[src/rtl/rstseq_pkg.sv]
package rstseq_pkg;
  // Bits needed to hold values 0..n inclusive
  function automatic int unsigned count_bits(input int unsigned n);
    int unsigned w;
    w = 1;
    while ((2 ** w) <= n) w++;
    return w;
  endfunction
endpackage

[src/rtl/rstseq_filter.sv]
module rstseq_filter #(
  parameter int unsigned STAGES = 2
) (
  input  logic clk,
  input  logic arst_n,
  output logic filt,
  output logic filt_next
);
  logic [STAGES-1:0] chain;

  always_ff @(posedge clk or negedge arst_n) begin
    if (!arst_n) chain <= '0;
    else         chain <= {chain[STAGES-2:0], 1'b1};
  end

  assign filt      = chain[STAGES-1];
  assign filt_next = chain[STAGES-2];

  // trigger active means the filtered release is held off
  p_trigger_holds_r1: assert property (@(posedge clk) !arst_n |-> !filt);
  // release of the filter only follows its predecessor stage
  p_filter_order_r2: assert property (@(posedge clk) disable iff (!arst_n)
    $rose(filt) |-> $past(filt_next));
endmodule

[src/rtl/rstseq_holdoff.sv]
module rstseq_holdoff #(
  parameter int unsigned HOLD_CYCLES = 3000
) (
  input  logic clk,
  input  logic bulk_rel,
  output logic core_rel,
  output logic core_rel_next
);
  import rstseq_pkg::*;
  localparam int unsigned CW = count_bits(HOLD_CYCLES);
  localparam logic [CW-1:0] TERM = CW'(HOLD_CYCLES);
  localparam logic [CW-1:0] LAST = CW'(HOLD_CYCLES - 1);

  logic [CW-1:0] cnt;

  always_ff @(posedge clk or negedge bulk_rel) begin
    if (!bulk_rel)        cnt <= '0;
    else if (cnt != TERM) cnt <= cnt + 1'b1;
  end

  assign core_rel_next = bulk_rel & (core_rel | (cnt == LAST));

  always_ff @(posedge clk or negedge bulk_rel) begin
    if (!bulk_rel) core_rel <= 1'b0;
    else           core_rel <= core_rel | (cnt == LAST);
  end

  // counter saturates at its terminal count
  p_cnt_saturates_r4: assert property (@(posedge clk) disable iff (!bulk_rel)
    (cnt == TERM) |=> (cnt == TERM));
  // core release only at terminal count
  p_release_at_term_r3: assert property (@(posedge clk) disable iff (!bulk_rel)
    core_rel |-> (cnt == TERM));
  // once released, stays released while bulk tier is out of reset
  p_release_sticky_r4: assert property (@(posedge clk) disable iff (!bulk_rel)
    core_rel |=> core_rel);
endmodule

[src/rtl/rstseq_tier.sv]
module rstseq_tier (
  input  logic clk,
  input  logic rel_now,
  input  logic rel_next,
  output logic arst_n,
  output logic srst
);
  assign arst_n = rel_now;

  always_ff @(posedge clk) srst <= ~rel_next;

  // synchronous and asynchronous outputs release on the same edge
  p_same_edge_release_r6: assert property (@(posedge clk) disable iff (!rel_now)
    $rose(arst_n) |-> $fell(srst));
  // synchronous reset high implies the asynchronous one is also active
  p_sync_within_async_r5: assert property (@(posedge clk) disable iff (!rel_now)
    !srst || !arst_n);
endmodule

[src/rtl/reset_sequencer.sv]
module reset_sequencer #(
  parameter int unsigned SYNC_STAGES = 2,
  parameter int unsigned HOLD_CYCLES = 3000
) (
  input  logic clk,
  input  logic pmon_rst_n,
  input  logic test_rst_n,
  output logic bulk_arst_n,
  output logic bulk_srst,
  output logic core_arst_n,
  output logic core_srst,
  output logic boot_done
);
  logic trig_n;
  logic bulk_rel, bulk_rel_next;
  logic core_rel, core_rel_next;

  assign trig_n = pmon_rst_n & test_rst_n;

  rstseq_filter #(.STAGES(SYNC_STAGES)) u_filter (
    .clk(clk), .arst_n(trig_n), .filt(bulk_rel), .filt_next(bulk_rel_next)
  );

  rstseq_holdoff #(.HOLD_CYCLES(HOLD_CYCLES)) u_holdoff (
    .clk(clk), .bulk_rel(bulk_rel), .core_rel(core_rel), .core_rel_next(core_rel_next)
  );

  rstseq_tier u_bulk (
    .clk(clk), .rel_now(bulk_rel), .rel_next(bulk_rel_next),
    .arst_n(bulk_arst_n), .srst(bulk_srst)
  );

  rstseq_tier u_core (
    .clk(clk), .rel_now(core_rel), .rel_next(core_rel_next),
    .arst_n(core_arst_n), .srst(core_srst)
  );

  assign boot_done = ~core_srst;

  // core tier never released while the bulk tier is in reset
  p_core_after_bulk_r3: assert property (@(posedge clk) disable iff (!trig_n)
    core_arst_n |-> bulk_arst_n);
  // an active trigger holds both asynchronous outputs low
  p_both_held_r1: assert property (@(posedge clk)
    !trig_n |-> (!bulk_arst_n && !core_arst_n));
  // done flag rises together with core release
  p_done_with_core_r7: assert property (@(posedge clk) disable iff (!trig_n)
    $rose(core_arst_n) |-> $rose(boot_done));
endmodule

[config.mk]
export PLATFORM = sky130hd
export DESIGN_NAME = reset_sequencer
export DESIGN_NICKNAME = d
export VERILOG_FILES = /design/src/rtl/rstseq_pkg.sv /design/src/rtl/rstseq_filter.sv /design/src/rtl/rstseq_holdoff.sv /design/src/rtl/rstseq_tier.sv /design/src/rtl/reset_sequencer.sv
export SDC_FILE = /design/constraint.sdc
export NUM_CORES = 1
export LEC_CHECK = 0
export BUFFER_PORTS_ARGS = -buffer_cell sky130_fd_sc_hd__buf_2
export CAP_MARGIN = 10
export CORE_MARGIN = 8
export CORE_UTILIZATION = 45
export CTS_CLUSTER_DIAMETER = 30
export DETAILED_ROUTE_END_ITERATION = 10
export PLACE_DENSITY = 0.74
export SLEW_MARGIN = 20
export SYNTH_ARGS = -nofsm -noshare
export SYNTH_HDL_FRONTEND = slang
export SYNTH_HIERARCHICAL = 1
export SYNTH_SLANG_ARGS = --single-unit
export TNS_END_PERCENT = 100
[constraint.sdc]
create_clock -name clk -period 1.1 [get_ports clk]
set_input_delay 0.165 -clock clk [delete_from_list [all_inputs] [get_ports clk]]
set_output_delay 0.165 -clock clk [all_outputs]
set_load 0.02 [all_outputs]
### Word-level counts from Yosys, hierarchy flattened

Cells that the tools add are included.

* add/subtract/negate cells: 1
* $mul: 0
* div/mod/pow operators: 0
* magnitude comparators: 0
* equality and inequality tests: 2
* shift operators: 0
* muxes and demuxes: 0
* bitwise gates (word level): 6
* reductions and logical operators: 0

Operators with widths (number)
* $add A12 B1 Y12 const B: 1
* $eq A12 B12 Y1 const B: 1
* $ne A12 B12 Y1 const B: 1
* $not A1 Y1: 3
* $and A1 B1 Y1: 2
* $or A1 B1 Y1: 1

* flip-flop bits (word level): 17
* bits in latches: 0
* bits in writable memories: 0
* memory bits (read-only): 0
* input port bits: 3
* output and inout bits: 5
* word-level logic and storage cells: 14
* memories: 0

### Longest topological paths before layout

* depth after elaboration: 4
* gate-level depth with buffers: 5
* gate-level depth less buffers: 5

### Cells and area by module

The synthesis kept the hierarchy.

By module, submodules not included
* rstseq_holdoff: times used 1, cells an instance 55, area each 651.9 um^2, seq. area each 325.3 um^2
* rstseq_tier: times used 2, cells an instance 3, area each 31.3 um^2, seq. area each 20.0 um^2
* rstseq_filter: times used 1, cells an instance 3, area each 53.8 um^2, seq. area each 50.0 um^2
* reset_sequencer: times used 1, cells an instance 2, area each 10.0 um^2, seq. area each 0.0 um^2

### Worst setup path before layout

No wires, ideal clock.

* kind: register to register
* from: register u_holdoff.cnt[6]
* to: register u_holdoff.cnt[1]
* setup time: 0.125 ns
* arrival: 1.226 ns
* data required time: 0.975 ns
* slack: -0.251 ns
* stages on the path, launching flop included: 4
* buffers on the path: 0
* period minus slack after synthesis: 1.351 ns
* path through: dfrtp_1 nand4b_4 nor4_4 mux2_4

* longest elaborated chain between the ends: 1

RTL lines
* start: declaration: RTL line rstseq_holdoff.sv:14 `logic [CW-1:0] cnt;`
* start signal: assignment: RTL line rstseq_holdoff.sv:18 `else if (cnt != TERM) cnt <= cnt + 1'b1;`
* $ne A12 B12 Y1: RTL line rstseq_holdoff.sv:18

Every way passes these cells.
A chain may end at the register's enable or synchronous reset.

### Final worst setup path

Ends and elaborated chain as after synthesis.

==> impl_results.md <==
- Comb pwr share: under 10%
- Final std cell area, no fill: ~1200 µm²
- Placer congestion estimate: 0.819
- Die Ht: about 58 µm
- Kind of critical path: reg -> reg
- Pint: approximately 0.78 mW
- Remaining number of nets flagged by the antenna check after routing: 0
- Maximum fanout along the worst path: 2
- Number of hold-slack violations in the final timing report: 0
- Sw frac: 21.5%
- Total routing usage reported by global routing: 11.1%
- Fraction of power consumed by sequential logic: about 64%
- Number of slew-limit violations in the final report: 0
- Clock tree sinks: 17
- Clock power share: 32.8%
- Post-layout min period: roughly 1.4 ns
- Failing checks: negative setup slack
- RSZ-0062 raised after global routing: yes
- Crit Reg-Reg Endpoint: u_holdoff/cnt[1]
- Critical R2R Launch: u_holdoff/cnt[6]
- Maximum number of pins on one net before global-route repair: 13
- Final worst clock skew: approximately 0.0051 ns
- Total length of routed wires: 1.82 mm
- Ratio of routed vias to standard cells: slightly below 5
- Detailed-router iteration count before antenna repair: 4
- Number of buffers added by the clock tree synthesis step: 3
- Sum of overflow across all layers after global routing: 0
- P_leak: between 0.5 and 0.6 nW
- Rows: 15
- N_diodes: 0
- Detailed-placement wirelength estimate: between 1 and 1.5 mm
- Synth Area per Inst: 11.8 µm²
- Via count of the first global-routing pass: 640
- Setup crit end kind: register
- Worst-skew pair later-pin latency: 0.29 ns
- Number of buffers added on ports: 7
- R2R cell count: 3
- Post-synthesis instance total: 66
- Storage cell area: between 400 and 500 µm²
- Multi-input logic area: between 400 and 500 µm²
- Largest stage delay on the critical path: approximately 0.41 ns
- Tot Pwr: approximately 0.99 mW
- Register-to-register path setup slack: -0.26 ns
- Synthesized Nets: 71
- Total of fill cells in the finished design: ~120
- Syn Std Cell Area: slightly below 800 µm²
- Fraction of final layout cells with drive strength greater than 1: around 52%
- Final core utilization: ~70%
- Required time reported for the critical path endpoint: approximately 1.3 ns
- Worst endpoint data arrival time: 1.54 ns
- Final worst slack: -0.256 ns
- Crit-path slowest cell: sky130_fd_sc_hd__dfrtp_1
- Number of antenna violations at the first check in global routing: 0
- Critical-path cell list: nand4b_4 > nor4_4 > mux2_4
- Boundary Pins: 8
- Setup-violating endpoint count in the final report: 13
- Maximum number of buffers from clock root to sink: 2
- Maximum vdd ir drop: 0.654 mV
- Startpoint Class: register
- Via count: 596
- Register area share after synthesis: a little over half
- Seq cells post-synth: 17
- Unique cell type count in the Yosys netlist: 23
- TritonCTS clock tree: done
- Aggregate negative setup slack: -2.01 ns
- Worst-path clk slew: approximately 0.10 ns
- Hold WS: around 0.20 ns
- Cell at the root of the clock tree: sky130_fd_sc_hd__clkbuf_4
- Area Overhead vs Synth: 50.6%
- Final period utilization: 123%
- Sw power: around 0.21 mW
- Die boundary width: approximately 58 µm
- Number of H-tree levels: 1
- Remaining design rule violation count: 0
- First DRT Iteration DRCs: 6
- Upper clock frequency limit: approximately 0.74 GHz
- WL per Instance: ~15 µm
- Status: finished, violations left
- Placement Cell Area: about 970 µm²
- Power per unit of standard cell area: 847 nW/µm²
- Effective utilization at floorplan: 46.6%
- Floorplan die area: between 3000 and 4000 µm²
- Worst min path class: reg -> async
- Core ar.: 1670 µm²
- Nets: about 110
- Number of maximum-capacitance violations: 0
- Warnings, synthesis: 6
- Global-route wire length before repair: between 2 and 3 mm
==> area by class of cell <==
cell class,instances,share of cell area [%]
multi-input cells,40,35.5
flip-flops and latches,17,35.4
repair buffers,35,22.6
inverters,7,2.24
clock buffers,3,1.92
well taps,17,1.81
clock inverters,1,0.427
==> worst max-delay path, delay by kind of cell (launching register included) <==
kind | cells | cell delay [ns]
AND/OR/NAND/NOR | 2 | 0.52
flip-flops | 1 | 0.41
multiplexers | 1 | 0.33
==> synth_stat cells, drive strengths merged <==
cell / number / share of area (%)
conb: 1 / 0.48
dfrtp: 15 / 48
buf: 2 / 1.9
nand3: 4 / 3.2
dfxtp: 2 / 5.1
nand4b: 1 / 3.1
nand2b: 2 / 1.6
mux2: 1 / 1.9
ha: 2 / 3.2
nor4: 2 / 4.3
nand2: 4 / 1.9
o41ai: 1 / 2.1
inv: 7 / 3.4
xnor2: 4 / 4.5
nand4: 1 / 0.80
xor2: 6 / 6.8
o21ai: 1 / 0.64
and2: 2 / 1.6
nand3b: 2 / 1.9
nor2: 4 / 1.9
nor3: 2 / 1.3
==> how the worst max path moves through the flow <==
stage,start,to,slack (ns),cells after the start
finish,u_holdoff/cnt[6],u_holdoff/cnt[1],-0.26,3
global route,u_holdoff/cnt[6],u_holdoff/cnt[1],-0.30,3
CTS,u_holdoff/cnt[1],u_holdoff/cnt[1],-0.26,5
detailed placement,u_holdoff/cnt[1],u_holdoff/cnt[1],-0.26,5
global placement,u_holdoff/cnt[0],u_holdoff/cnt[1],-0.20,5
floorplan,u_holdoff/cnt[6],u_holdoff/cnt[1],-0.25,3
==> registers in the layout, indices dropped and copies added, names as in the netlist <==
| name | cells |
|---|---|
| u_holdoff/core_rel | 1 |
| u_filter/chain | 2 |
| u_bulk/srst | 1 |
| u_core/srst | 1 |
| u_holdoff/cnt | 12 |
==> kinds of logic (layout without fill, tap and decap cells) <==
kind of cell | count (synthesis) | count (layout) | share of synthesized area (%)
AOI/OAI and AO/OA | 2 | 2 | 2.73
buffers and inverters | 9 | 46 | 5.31
other | 1 | 1 | 0.482
muxes | 1 | 1 | 1.93
DFF | 17 | 17 | 53.4
and+or+nand+nor | 24 | 24 | 21.7
adders and majority gates | 2 | 2 | 3.21
xor gates and xnor gates | 10 | 10 | 11.3
==> cell usage in the layout, fill, tap and decap left out, types with 3 or more instances in the layout <==
cell type	Yosys	final
sky130_fd_sc_hd__inv_1	7	7
sky130_fd_sc_hd__nand2_1	4	4
sky130_fd_sc_hd__buf_6	0	4
sky130_fd_sc_hd__nor2_4	0	3
sky130_fd_sc_hd__nand3_2	1	3
sky130_fd_sc_hd__xnor2_1	4	4
sky130_fd_sc_hd__clkbuf_4	0	3
sky130_fd_sc_hd__dfrtp_1	15	15
sky130_fd_sc_hd__buf_4	2	22
sky130_fd_sc_hd__xor2_1	6	6
sky130_fd_sc_hd__buf_2	0	7
==> routing by layer <==
layer / global-route usage (%) / up-vias / part of all wire, %
met5: 0 / - / 0
met4: 4.29 / 0 / 1.5
met3: 2.69 / 4 / 3.8
met2: 18.5 / 12 / 50
met1: 13.4 / 296 / 45
li1: - / 284 / -
==> stage by stage <==
stage	setup WS (ns)	std cells
5_1_grt	-0.300	120
6_report	-0.256	120
3_3_place_gp	-0.201	108
4_1_cts	-0.258	118
3_5_place_dp	-0.261	108
2_1_floorplan	-0.248	66
==> power groups by stage <==
stage / clock [mW] / sequential [mW] / combinational, mW
3_5_place_dp: 0 / 0.645 / 0.0271
3_3_place_gp: 0 / 0.645 / 0.0266
5_1_grt: 0.366 / 0.634 / 0.0389
2_1_floorplan: 0 / 0.653 / 0.00803
6_report: 0.326 / 0.633 / 0.0345
4_1_cts: 0.337 / 0.633 / 0.0324
==> repair_timing <==
action / 4_1_cts / 5_1_grt
resized for setup: 14 / 9
pin swaps: 7 / 5
cloned: 0 / 0
buffers inserted: 4 / 2
endpoints found under the hold margin: 2 / 0
hold buffers: 2 / 0
setup endpoints to repair: 14 / 15
Power figures use the tool's default switching activity.
